--- config.mk ---
export PLATFORM = sky130hd
export DESIGN_NAME = irqc_regif
export DESIGN_NICKNAME = d
export VERILOG_FILES = /design/src/rtl/irqc_pkg.sv /design/src/rtl/irqc_init_fsm.sv /design/src/rtl/irqc_op_cmd.sv /design/src/rtl/irqc_read_mux.sv /design/src/rtl/irqc_regif.sv
export SDC_FILE = /design/constraint.sdc
export NUM_CORES = 1
export LEC_CHECK = 0
export ABC_AREA = 1
export CAP_MARGIN = 20
export CELL_PAD_IN_SITES_DETAIL_PLACEMENT = 1
export CELL_PAD_IN_SITES_GLOBAL_PLACEMENT = 1
export CORE_UTILIZATION = 40
export CTS_BUF_LIST = sky130_fd_sc_hd__clkbuf_4
export CTS_CLUSTER_DIAMETER = 60
export DETAILED_ROUTE_END_ITERATION = 16
export DONT_BUFFER_PORTS = 1
export GPL_TIMING_DRIVEN = 0
export PLACE_DENSITY_LB_ADDON = 0.1
export SYNTH_ARGS = -nofsm -noshare
export SYNTH_HDL_FRONTEND = slang
export SYNTH_SLANG_ARGS = --single-unit
--- constraint.sdc ---
create_clock -name clk -period 2.9 [get_ports clk]
set_input_delay 0.145 -clock clk [delete_from_list [all_inputs] [get_ports clk]]
set_output_delay 0.145 -clock clk [all_outputs]
set_load 0.01 [all_outputs]
--- src/rtl/irqc_pkg.sv ---
package irqc_pkg;

  typedef enum logic [1:0] {
    INIT_IDLE      = 2'd0,
    INIT_WAIT_BASE = 2'd1,
    INIT_WAIT_CASC = 2'd2,
    INIT_WAIT_MODE = 2'd3
  } init_stage_e;

  typedef enum logic [2:0] {
    OP_ROT_CLR  = 3'd0,
    OP_EOI      = 3'd1,
    OP_NOP      = 3'd2,
    OP_SEOI     = 3'd3,
    OP_ROT_SET  = 3'd4,
    OP_EOI_ROT  = 3'd5,
    OP_SET_BASE = 3'd6,
    OP_SEOI_ROT = 3'd7
  } op_code_e;

endpackage

--- src/rtl/irqc_init_fsm.sv ---
module irqc_init_fsm
  import irqc_pkg::*;
#(
  parameter int DATA_W = 8,
  parameter int LINE_W = 3
) (
  input  logic                     clk,
  input  logic                     rst_n,
  input  logic                     init_hit,
  input  logic                     cfg_hit,
  input  logic [DATA_W-1:0]        wdata,
  output logic [DATA_W-1:0]        mask_o,
  output logic [DATA_W-LINE_W-1:0] vec_base_o,
  output logic                     nested_o,
  output logic                     auto_eoi_o,
  output init_stage_e              stage_o
);

  localparam int VB_W = DATA_W - LINE_W;

  logic need_mode;

  always_ff @(posedge clk) begin
    if (!rst_n) begin
      stage_o    <= INIT_IDLE;
      need_mode  <= 1'b0;
      mask_o     <= '0;
      vec_base_o <= '0;
      nested_o   <= 1'b0;
      auto_eoi_o <= 1'b0;
    end else if (init_hit) begin
      stage_o    <= INIT_WAIT_BASE;
      need_mode  <= wdata[0];
      mask_o     <= '0;
      vec_base_o <= '0;
      nested_o   <= 1'b0;
      auto_eoi_o <= 1'b0;
    end else if (cfg_hit) begin
      unique case (stage_o)
        INIT_IDLE: mask_o <= wdata;
        INIT_WAIT_BASE: begin
          vec_base_o <= wdata[DATA_W-1 -: VB_W];
          stage_o    <= INIT_WAIT_CASC;
        end
        INIT_WAIT_CASC: stage_o <= need_mode ? INIT_WAIT_MODE : INIT_IDLE;
        INIT_WAIT_MODE: begin
          nested_o   <= wdata[4];
          auto_eoi_o <= wdata[1];
          stage_o    <= INIT_IDLE;
        end
        default: stage_o <= INIT_IDLE;
      endcase
    end
  end

endmodule

--- src/rtl/irqc_op_cmd.sv ---
module irqc_op_cmd
  import irqc_pkg::*;
#(
  parameter int DATA_W = 8,
  parameter int LINE_W = 3
) (
  input  logic              clk,
  input  logic              rst_n,
  input  logic              init_hit,
  input  logic              mode_hit,
  input  logic              cmd_hit,
  input  logic              poll_take,
  input  logic [DATA_W-1:0] wdata,
  input  logic              svc_top_vld,
  input  logic [LINE_W-1:0] svc_top_line,
  output logic              rot_aeoi_o,
  output logic [LINE_W-1:0] prio_base_o,
  output logic              read_isr_o,
  output logic              poll_armed_o,
  output logic              spec_mask_o,
  output logic [DATA_W-1:0] eoi_clr_o
);

  function automatic logic [LINE_W-1:0] succ_line(input logic [LINE_W-1:0] l);
    return l + LINE_W'(1);
  endfunction

  function automatic logic [DATA_W-1:0] line_bit(input logic [LINE_W-1:0] l);
    return DATA_W'(1) << l;
  endfunction

  op_code_e          op;
  logic [LINE_W-1:0] arg_line;
  logic              base_ld;
  logic [LINE_W-1:0] base_nxt;

  assign op       = op_code_e'(wdata[DATA_W-1 -: 3]);
  assign arg_line = wdata[LINE_W-1:0];

  always_comb begin
    eoi_clr_o = '0;
    base_ld   = 1'b0;
    base_nxt  = prio_base_o;
    if (cmd_hit) begin
      unique case (op)
        OP_EOI, OP_EOI_ROT: begin
          if (svc_top_vld) begin
            eoi_clr_o = line_bit(svc_top_line);
            if (op == OP_EOI_ROT) begin
              base_ld  = 1'b1;
              base_nxt = succ_line(svc_top_line);
            end
          end
        end
        OP_SEOI: eoi_clr_o = line_bit(arg_line);
        OP_SEOI_ROT: begin
          eoi_clr_o = line_bit(arg_line);
          base_ld   = 1'b1;
          base_nxt  = succ_line(arg_line);
        end
        OP_SET_BASE: begin
          base_ld  = 1'b1;
          base_nxt = succ_line(arg_line);
        end
        default: ;
      endcase
    end
  end

  always_ff @(posedge clk) begin
    if (!rst_n || init_hit) begin
      rot_aeoi_o   <= 1'b0;
      prio_base_o  <= '0;
      read_isr_o   <= 1'b0;
      poll_armed_o <= 1'b0;
      spec_mask_o  <= 1'b0;
    end else begin
      if (poll_take) poll_armed_o <= 1'b0;
      if (mode_hit) begin
        if (wdata[2]) poll_armed_o <= 1'b1;
        if (wdata[1]) read_isr_o   <= wdata[0];
        if (wdata[6]) spec_mask_o  <= wdata[5];
      end
      if (cmd_hit && op == OP_ROT_CLR) rot_aeoi_o <= 1'b0;
      if (cmd_hit && op == OP_ROT_SET) rot_aeoi_o <= 1'b1;
      if (base_ld) prio_base_o <= base_nxt;
    end
  end

endmodule

--- src/rtl/irqc_read_mux.sv ---
module irqc_read_mux #(
  parameter int DATA_W = 8,
  parameter int LINE_W = 3
) (
  input  logic              poll_armed,
  input  logic              addr,
  input  logic              trig_sel,
  input  logic              read_isr,
  input  logic [DATA_W-1:0] req_lines,
  input  logic [DATA_W-1:0] svc_lines,
  input  logic [DATA_W-1:0] mask,
  input  logic [DATA_W-1:0] trig,
  input  logic              pend_vld,
  input  logic [LINE_W-1:0] pend_line,
  output logic [DATA_W-1:0] rdata
);

  localparam logic [LINE_W-1:0] IDLE_LINE = '1;

  always_comb begin
    if (trig_sel)        rdata = trig;
    else if (poll_armed) rdata = DATA_W'(pend_vld ? pend_line : IDLE_LINE);
    else if (addr)       rdata = mask;
    else if (read_isr)   rdata = svc_lines;
    else                 rdata = req_lines;
  end

endmodule

--- src/rtl/irqc_regif.sv ---
module irqc_regif
  import irqc_pkg::*;
#(
  parameter int          DATA_W    = 8,
  parameter logic [7:0]  TRIG_WMASK = 8'hF8
) (
  input  logic        clk,
  input  logic        rst_n,
  input  logic        bus_wr,
  input  logic        bus_rd,
  input  logic        bus_addr,
  input  logic        bus_trig_sel,
  input  logic [7:0]  bus_wdata,
  output logic [7:0]  bus_rdata,
  input  logic [7:0]  req_lines,
  input  logic [7:0]  svc_lines,
  input  logic        svc_top_vld,
  input  logic [2:0]  svc_top_line,
  input  logic        pend_vld,
  input  logic [2:0]  pend_line,
  output logic [7:0]  mask_o,
  output logic [4:0]  vec_base_o,
  output logic        nested_o,
  output logic        auto_eoi_o,
  output logic        rot_aeoi_o,
  output logic        spec_mask_o,
  output logic [2:0]  prio_base_o,
  output logic [7:0]  trig_mode_o,
  output logic [7:0]  svc_clr_o,
  output logic [7:0]  req_clr_o,
  output logic        out_quiet_o
);

  localparam int LINE_W = $clog2(DATA_W);

  function automatic logic [DATA_W-1:0] line_bit(input logic [LINE_W-1:0] l);
    return DATA_W'(1) << l;
  endfunction

  logic              reg_acc;
  logic              init_hit;
  logic              mode_hit;
  logic              cmd_hit;
  logic              cfg_hit;
  logic              poll_take;
  logic              poll_armed;
  logic              read_isr;
  logic [DATA_W-1:0] eoi_clr;
  logic [DATA_W-1:0] poll_clr;
  init_stage_e       init_stage;

  assign reg_acc   = !bus_trig_sel;
  assign init_hit  = bus_wr && reg_acc && !bus_addr && bus_wdata[4];
  assign mode_hit  = bus_wr && reg_acc && !bus_addr && !bus_wdata[4] && bus_wdata[3];
  assign cmd_hit   = bus_wr && reg_acc && !bus_addr && !bus_wdata[4] && !bus_wdata[3];
  assign cfg_hit   = bus_wr && reg_acc && bus_addr;
  assign poll_take = bus_rd && reg_acc && poll_armed;
  assign poll_clr  = (poll_take && pend_vld) ? line_bit(pend_line) : '0;

  assign svc_clr_o   = init_hit ? '1 : (eoi_clr | poll_clr);
  assign req_clr_o   = init_hit ? '1 : poll_clr;
  assign out_quiet_o = init_hit;

  always_ff @(posedge clk) begin
    if (!rst_n) trig_mode_o <= '0;
    else if (bus_wr && bus_trig_sel) trig_mode_o <= bus_wdata & TRIG_WMASK;
  end

  irqc_init_fsm #(.DATA_W(DATA_W), .LINE_W(LINE_W)) u_init (
    .clk        (clk),
    .rst_n      (rst_n),
    .init_hit   (init_hit),
    .cfg_hit    (cfg_hit),
    .wdata      (bus_wdata),
    .mask_o     (mask_o),
    .vec_base_o (vec_base_o),
    .nested_o   (nested_o),
    .auto_eoi_o (auto_eoi_o),
    .stage_o    (init_stage)
  );

  irqc_op_cmd #(.DATA_W(DATA_W), .LINE_W(LINE_W)) u_op (
    .clk          (clk),
    .rst_n        (rst_n),
    .init_hit     (init_hit),
    .mode_hit     (mode_hit),
    .cmd_hit      (cmd_hit),
    .poll_take    (poll_take),
    .wdata        (bus_wdata),
    .svc_top_vld  (svc_top_vld),
    .svc_top_line (svc_top_line),
    .rot_aeoi_o   (rot_aeoi_o),
    .prio_base_o  (prio_base_o),
    .read_isr_o   (read_isr),
    .poll_armed_o (poll_armed),
    .spec_mask_o  (spec_mask_o),
    .eoi_clr_o    (eoi_clr)
  );

  irqc_read_mux #(.DATA_W(DATA_W), .LINE_W(LINE_W)) u_rd (
    .poll_armed (poll_armed),
    .addr       (bus_addr),
    .trig_sel   (bus_trig_sel),
    .read_isr   (read_isr),
    .req_lines  (req_lines),
    .svc_lines  (svc_lines),
    .mask       (mask_o),
    .trig       (trig_mode_o),
    .pend_vld   (pend_vld),
    .pend_line  (pend_line),
    .rdata      (bus_rdata)
  );

endmodule


==> out/metrics.csv <==
stage,metric,value,unit
detailed_routing,highest-signal-layer,met4,
finish,drive_gt1_share,5.76,%
synth,synth_cell_types,25,
place,post-dp-hpwl,4670,um
clocking,postCtsSetupRepairBufs,0,
setup_path,worst-path-buf-inv,0,
synth,syn_inst,311,
clocking,root_buffer,clkbuf_4,
global_route,overflow,0,
synth,yosysWarnings,0,
hold_path,min_path_cells,3,
clocking,cts_hold_buf,9,
setup_path,worstSetupPathType,flop to primary output,
global_route,grt_first_pass_wirelength,9760,um
setup_path,critPathArrivalTime,1.86,ns
setup_path,critPathSlowestCell,o21ai_0,
detailed_routing,drt-pass1-iter-count,10,
place,pre_cts_slack,1.28,ns
global_route,grt_pass1_vias,2014,
timing,post-route-worst-setup-slack,0.897,ns
finish,finish.net_count,368,
power_and_ir_drop,p_leak,0.996,nW
status,status,"complete, but fails checks",
detailed_routing,met2_length,2950,um
detailed_routing,detail-route-antenna-nets,0,
power_and_ir_drop,pwr-share-clk,28.7,%
synth,synth_area_leaders,"dfxtp_1 (32%), nand2_1 (14%), nor2_1 (13%)",
clocking,cts_tree,built,
synth,synth_top_area_share,31.9,%
setup_path,crit_chain,"nand4_1, o21ai_0, a21o_1",
die,io_pins,91,
timing,finalCritPeriodShare,69.1,%
synth,synth_top_area_cell,dfxtp_1,
clocking,cts_sinks,30,
timing,finalSetupViolCount,0,
detailed_routing,wl_per_cell,16.0,um
clocking,clock_path_buffers,2,
setup_path,max_stage_delay,0.53,ns
power_and_ir_drop,ir_worst_vdd,0.123,mV
setup_path,end_kind,primary output,
die,core_area,4440,um^2
die,num_rows,24,
detailed_routing,routed_via_density,5.48,
synth,avgSynthCellArea,6.05,um^2
setup_path,r2r_slack,1.67,ns
setup_path,startpoint_type,flop,
timing,slew_headroom,63.5,%
flow_run,drv_cap,0,
synth,ys_seq_area_share,31.9,%
die,die_width,70.6,um
setup_path,crit_cells,3,
finish,mostFrequentLayoutCells,"nand2_1 (70), nor2_1 (65), inv_1 (38)",
timing,setup_tns,0,ns
setup_path,r2r_end,trig_mode_o[6],
synth,synth-seq-cells,30,
detailed_routing,route.met3.wl,400,um
setup_path,worst_r2r_path_depth,3,
die,initial_utilization,42.4,%
detailed_routing,wl_met1,2660,um
power_and_ir_drop,p_sw,265,uW
clocking,ctsResizeCount,0,
hold_path,holdCritStartpoint,bus_rd,
power_and_ir_drop,combinationalPowerShare,17.9,%
synth,netlist_area,1880,um^2
setup_path,critPathRequiredTime,2.76,ns
timing,drv_slew,0,
clocking,htree_levels,2,
finish,diodes,0,
timing,worst_slew_pin_slew,0.541,ns
hold_path,hold_class,input port to flop,
place,numPortBuffers,0,
clocking,cts_buffers,5,
power_and_ir_drop,powerDensity,395,nW/um^2
hold_path,hold_end,u_op.poll_armed_o,
die,die_area,4990,um^2
setup_path,crit_family,compound AO/OA/AOI/OAI gates,
place,gp_congestion,0.834,
setup_path,cp_max_fo,7,
global_route,grt_max_degree,11,
timing,rsz0062_at_grt,false,
timing,fmax,499,MHz
power_and_ir_drop,p_int,562,uW
detailed_routing,totalWireLength,6110,um
detailed_routing,vias,2095,
status,violations,design-rule violations,
finish,final_util,47.1,%
clocking,clkTransAtPathRegs,0.09,ns
power_and_ir_drop,seqPwrFrac,53.4,%
global_route,antenna_found_initial,0,
finish,syn2layout_area_growth,11.2,%
global_route,track_usage,25.3,%
timing,skew,0.00467,ns
detailed_routing,drtIter0Drc,106,
timing,fin_crit,2.00,ns
finish,mostFrequentLayoutCell,nand2_1,
die,die_h,70.6,um
timing,hold_viol,0,
setup_path,timing.rr.start,trig_mode_o[6],
detailed_routing,drc_errors,16,
clocking,clock_latency,0.34,ns
power_and_ir_drop,p_sw_share,32.0,%
==> area by class of cell <==
class / count / area (um^2)
multi-input cells: 234 / 1080
fillers: 622 / 2350
inverters: 39 / 146
well taps: 52 / 65.1
clock inverters: 3 / 11.3
repair buffers: 9 / 90.1
plain buffers: 10 / 62.6
flip-flops and latches: 30 / 601
clock buffers: 5 / 37.5
==> cells in the mapped netlist (all sizes together) <==
master   count
clkinv       1
o22ai        6
a21oi       17
buf          8
conb         1
dfxtp       30
nor2        67
inv         38
a31oi        1
o21a         1
o21ai       36
nand4        5
nand3       18
a21o         2
o2111ai      5
nand2       71
ha           1
clkbuf       2
nor3         1
==> worst reg2reg max path, cell delays in order, from the launching register on <==
cell and delay [ns]:
dfxtp_1 0.40, inv_1 0.08, a21oi_1 0.14, dlygate4sd3_1 0.56
==> power by group through the flow <==
stage          clock network, mW  registers (mW)  logic [mW]
2_1_floorplan                  0           0.447       0.107
3_3_place_gp                   0           0.450       0.131
3_5_place_dp                   0           0.451       0.134
4_1_cts                    0.245           0.441       0.148
5_1_grt                    0.261           0.443       0.168
6_report                   0.237           0.441       0.148
==> metrics by stage <==
| step | hold WS [ns] | area, um^2 | power (mW) | cells |
|---|---|---|---|---|
| floorplan | 0.262 | 1890 | 0.554 | 313 |
| CTS | 0.0253 | 2090 | 0.835 | 382 |
| global placement | 0.267 | 1960 | 0.581 | 365 |
| global route | 0.0366 | 2090 | 0.873 | 382 |
| detailed placement | 0.269 | 1960 | 0.585 | 365 |
| finish | 0.0327 | 2090 | 0.827 | 382 |
==> worst max-delay path by stage <==
| stage | startpoint | end | slack (ns) |
|---|---|---|---|
| finish | u_op.poll_armed_o | svc_clr_o[4] | 0.90 |
| global placement | u_op.poll_armed_o | svc_clr_o[4] | 1.28 |
| CTS | u_op.poll_armed_o | svc_clr_o[4] | 0.91 |
| global route | u_op.poll_armed_o | svc_clr_o[0] | 0.77 |
| floorplan | u_op.poll_armed_o | svc_clr_o[0] | 1.59 |
| detailed placement | u_op.poll_armed_o | svc_clr_o[4] | 1.28 |
==> cells by family (layout without fill, tap and decap cells) <==
family / Yosys count / after routing / synth area share [%]
adder cells (fa/ha/maj): 1 / 1 / 0.664
flip-flops: 30 / 30 / 31.9
other: 1 / 3 / 0.199
AND/OR/NAND/NOR: 162 / 162 / 36.2
buffers and inverters: 49 / 66 / 11.1
AO/OA/AOI/OAI: 68 / 68 / 19.9
==> registers in the layout, summed over array words and instances, names as in the netlist <==
name	cells
trig_mode_o	5
u_init.auto_eoi_o	1
u_init.mask_o	8
u_init.need_mode	1
u_init.nested_o	1
u_init.stage_o	2
u_init.vec_base_o	5
u_op.poll_armed_o	1
u_op.prio_base_o	3
u_op.read_isr_o	1
u_op.rot_aeoi_o	1
u_op.spec_mask_o	1
==> metal layers <==
metal	track usage [%]	vias to the layer above
met4	8.00	0
met3	6.70	7
met2	45.4	73
li1	-	1039
met1	29.5	976
met5	0	-
No activity file was read; power rests on OpenSTA's default activity.
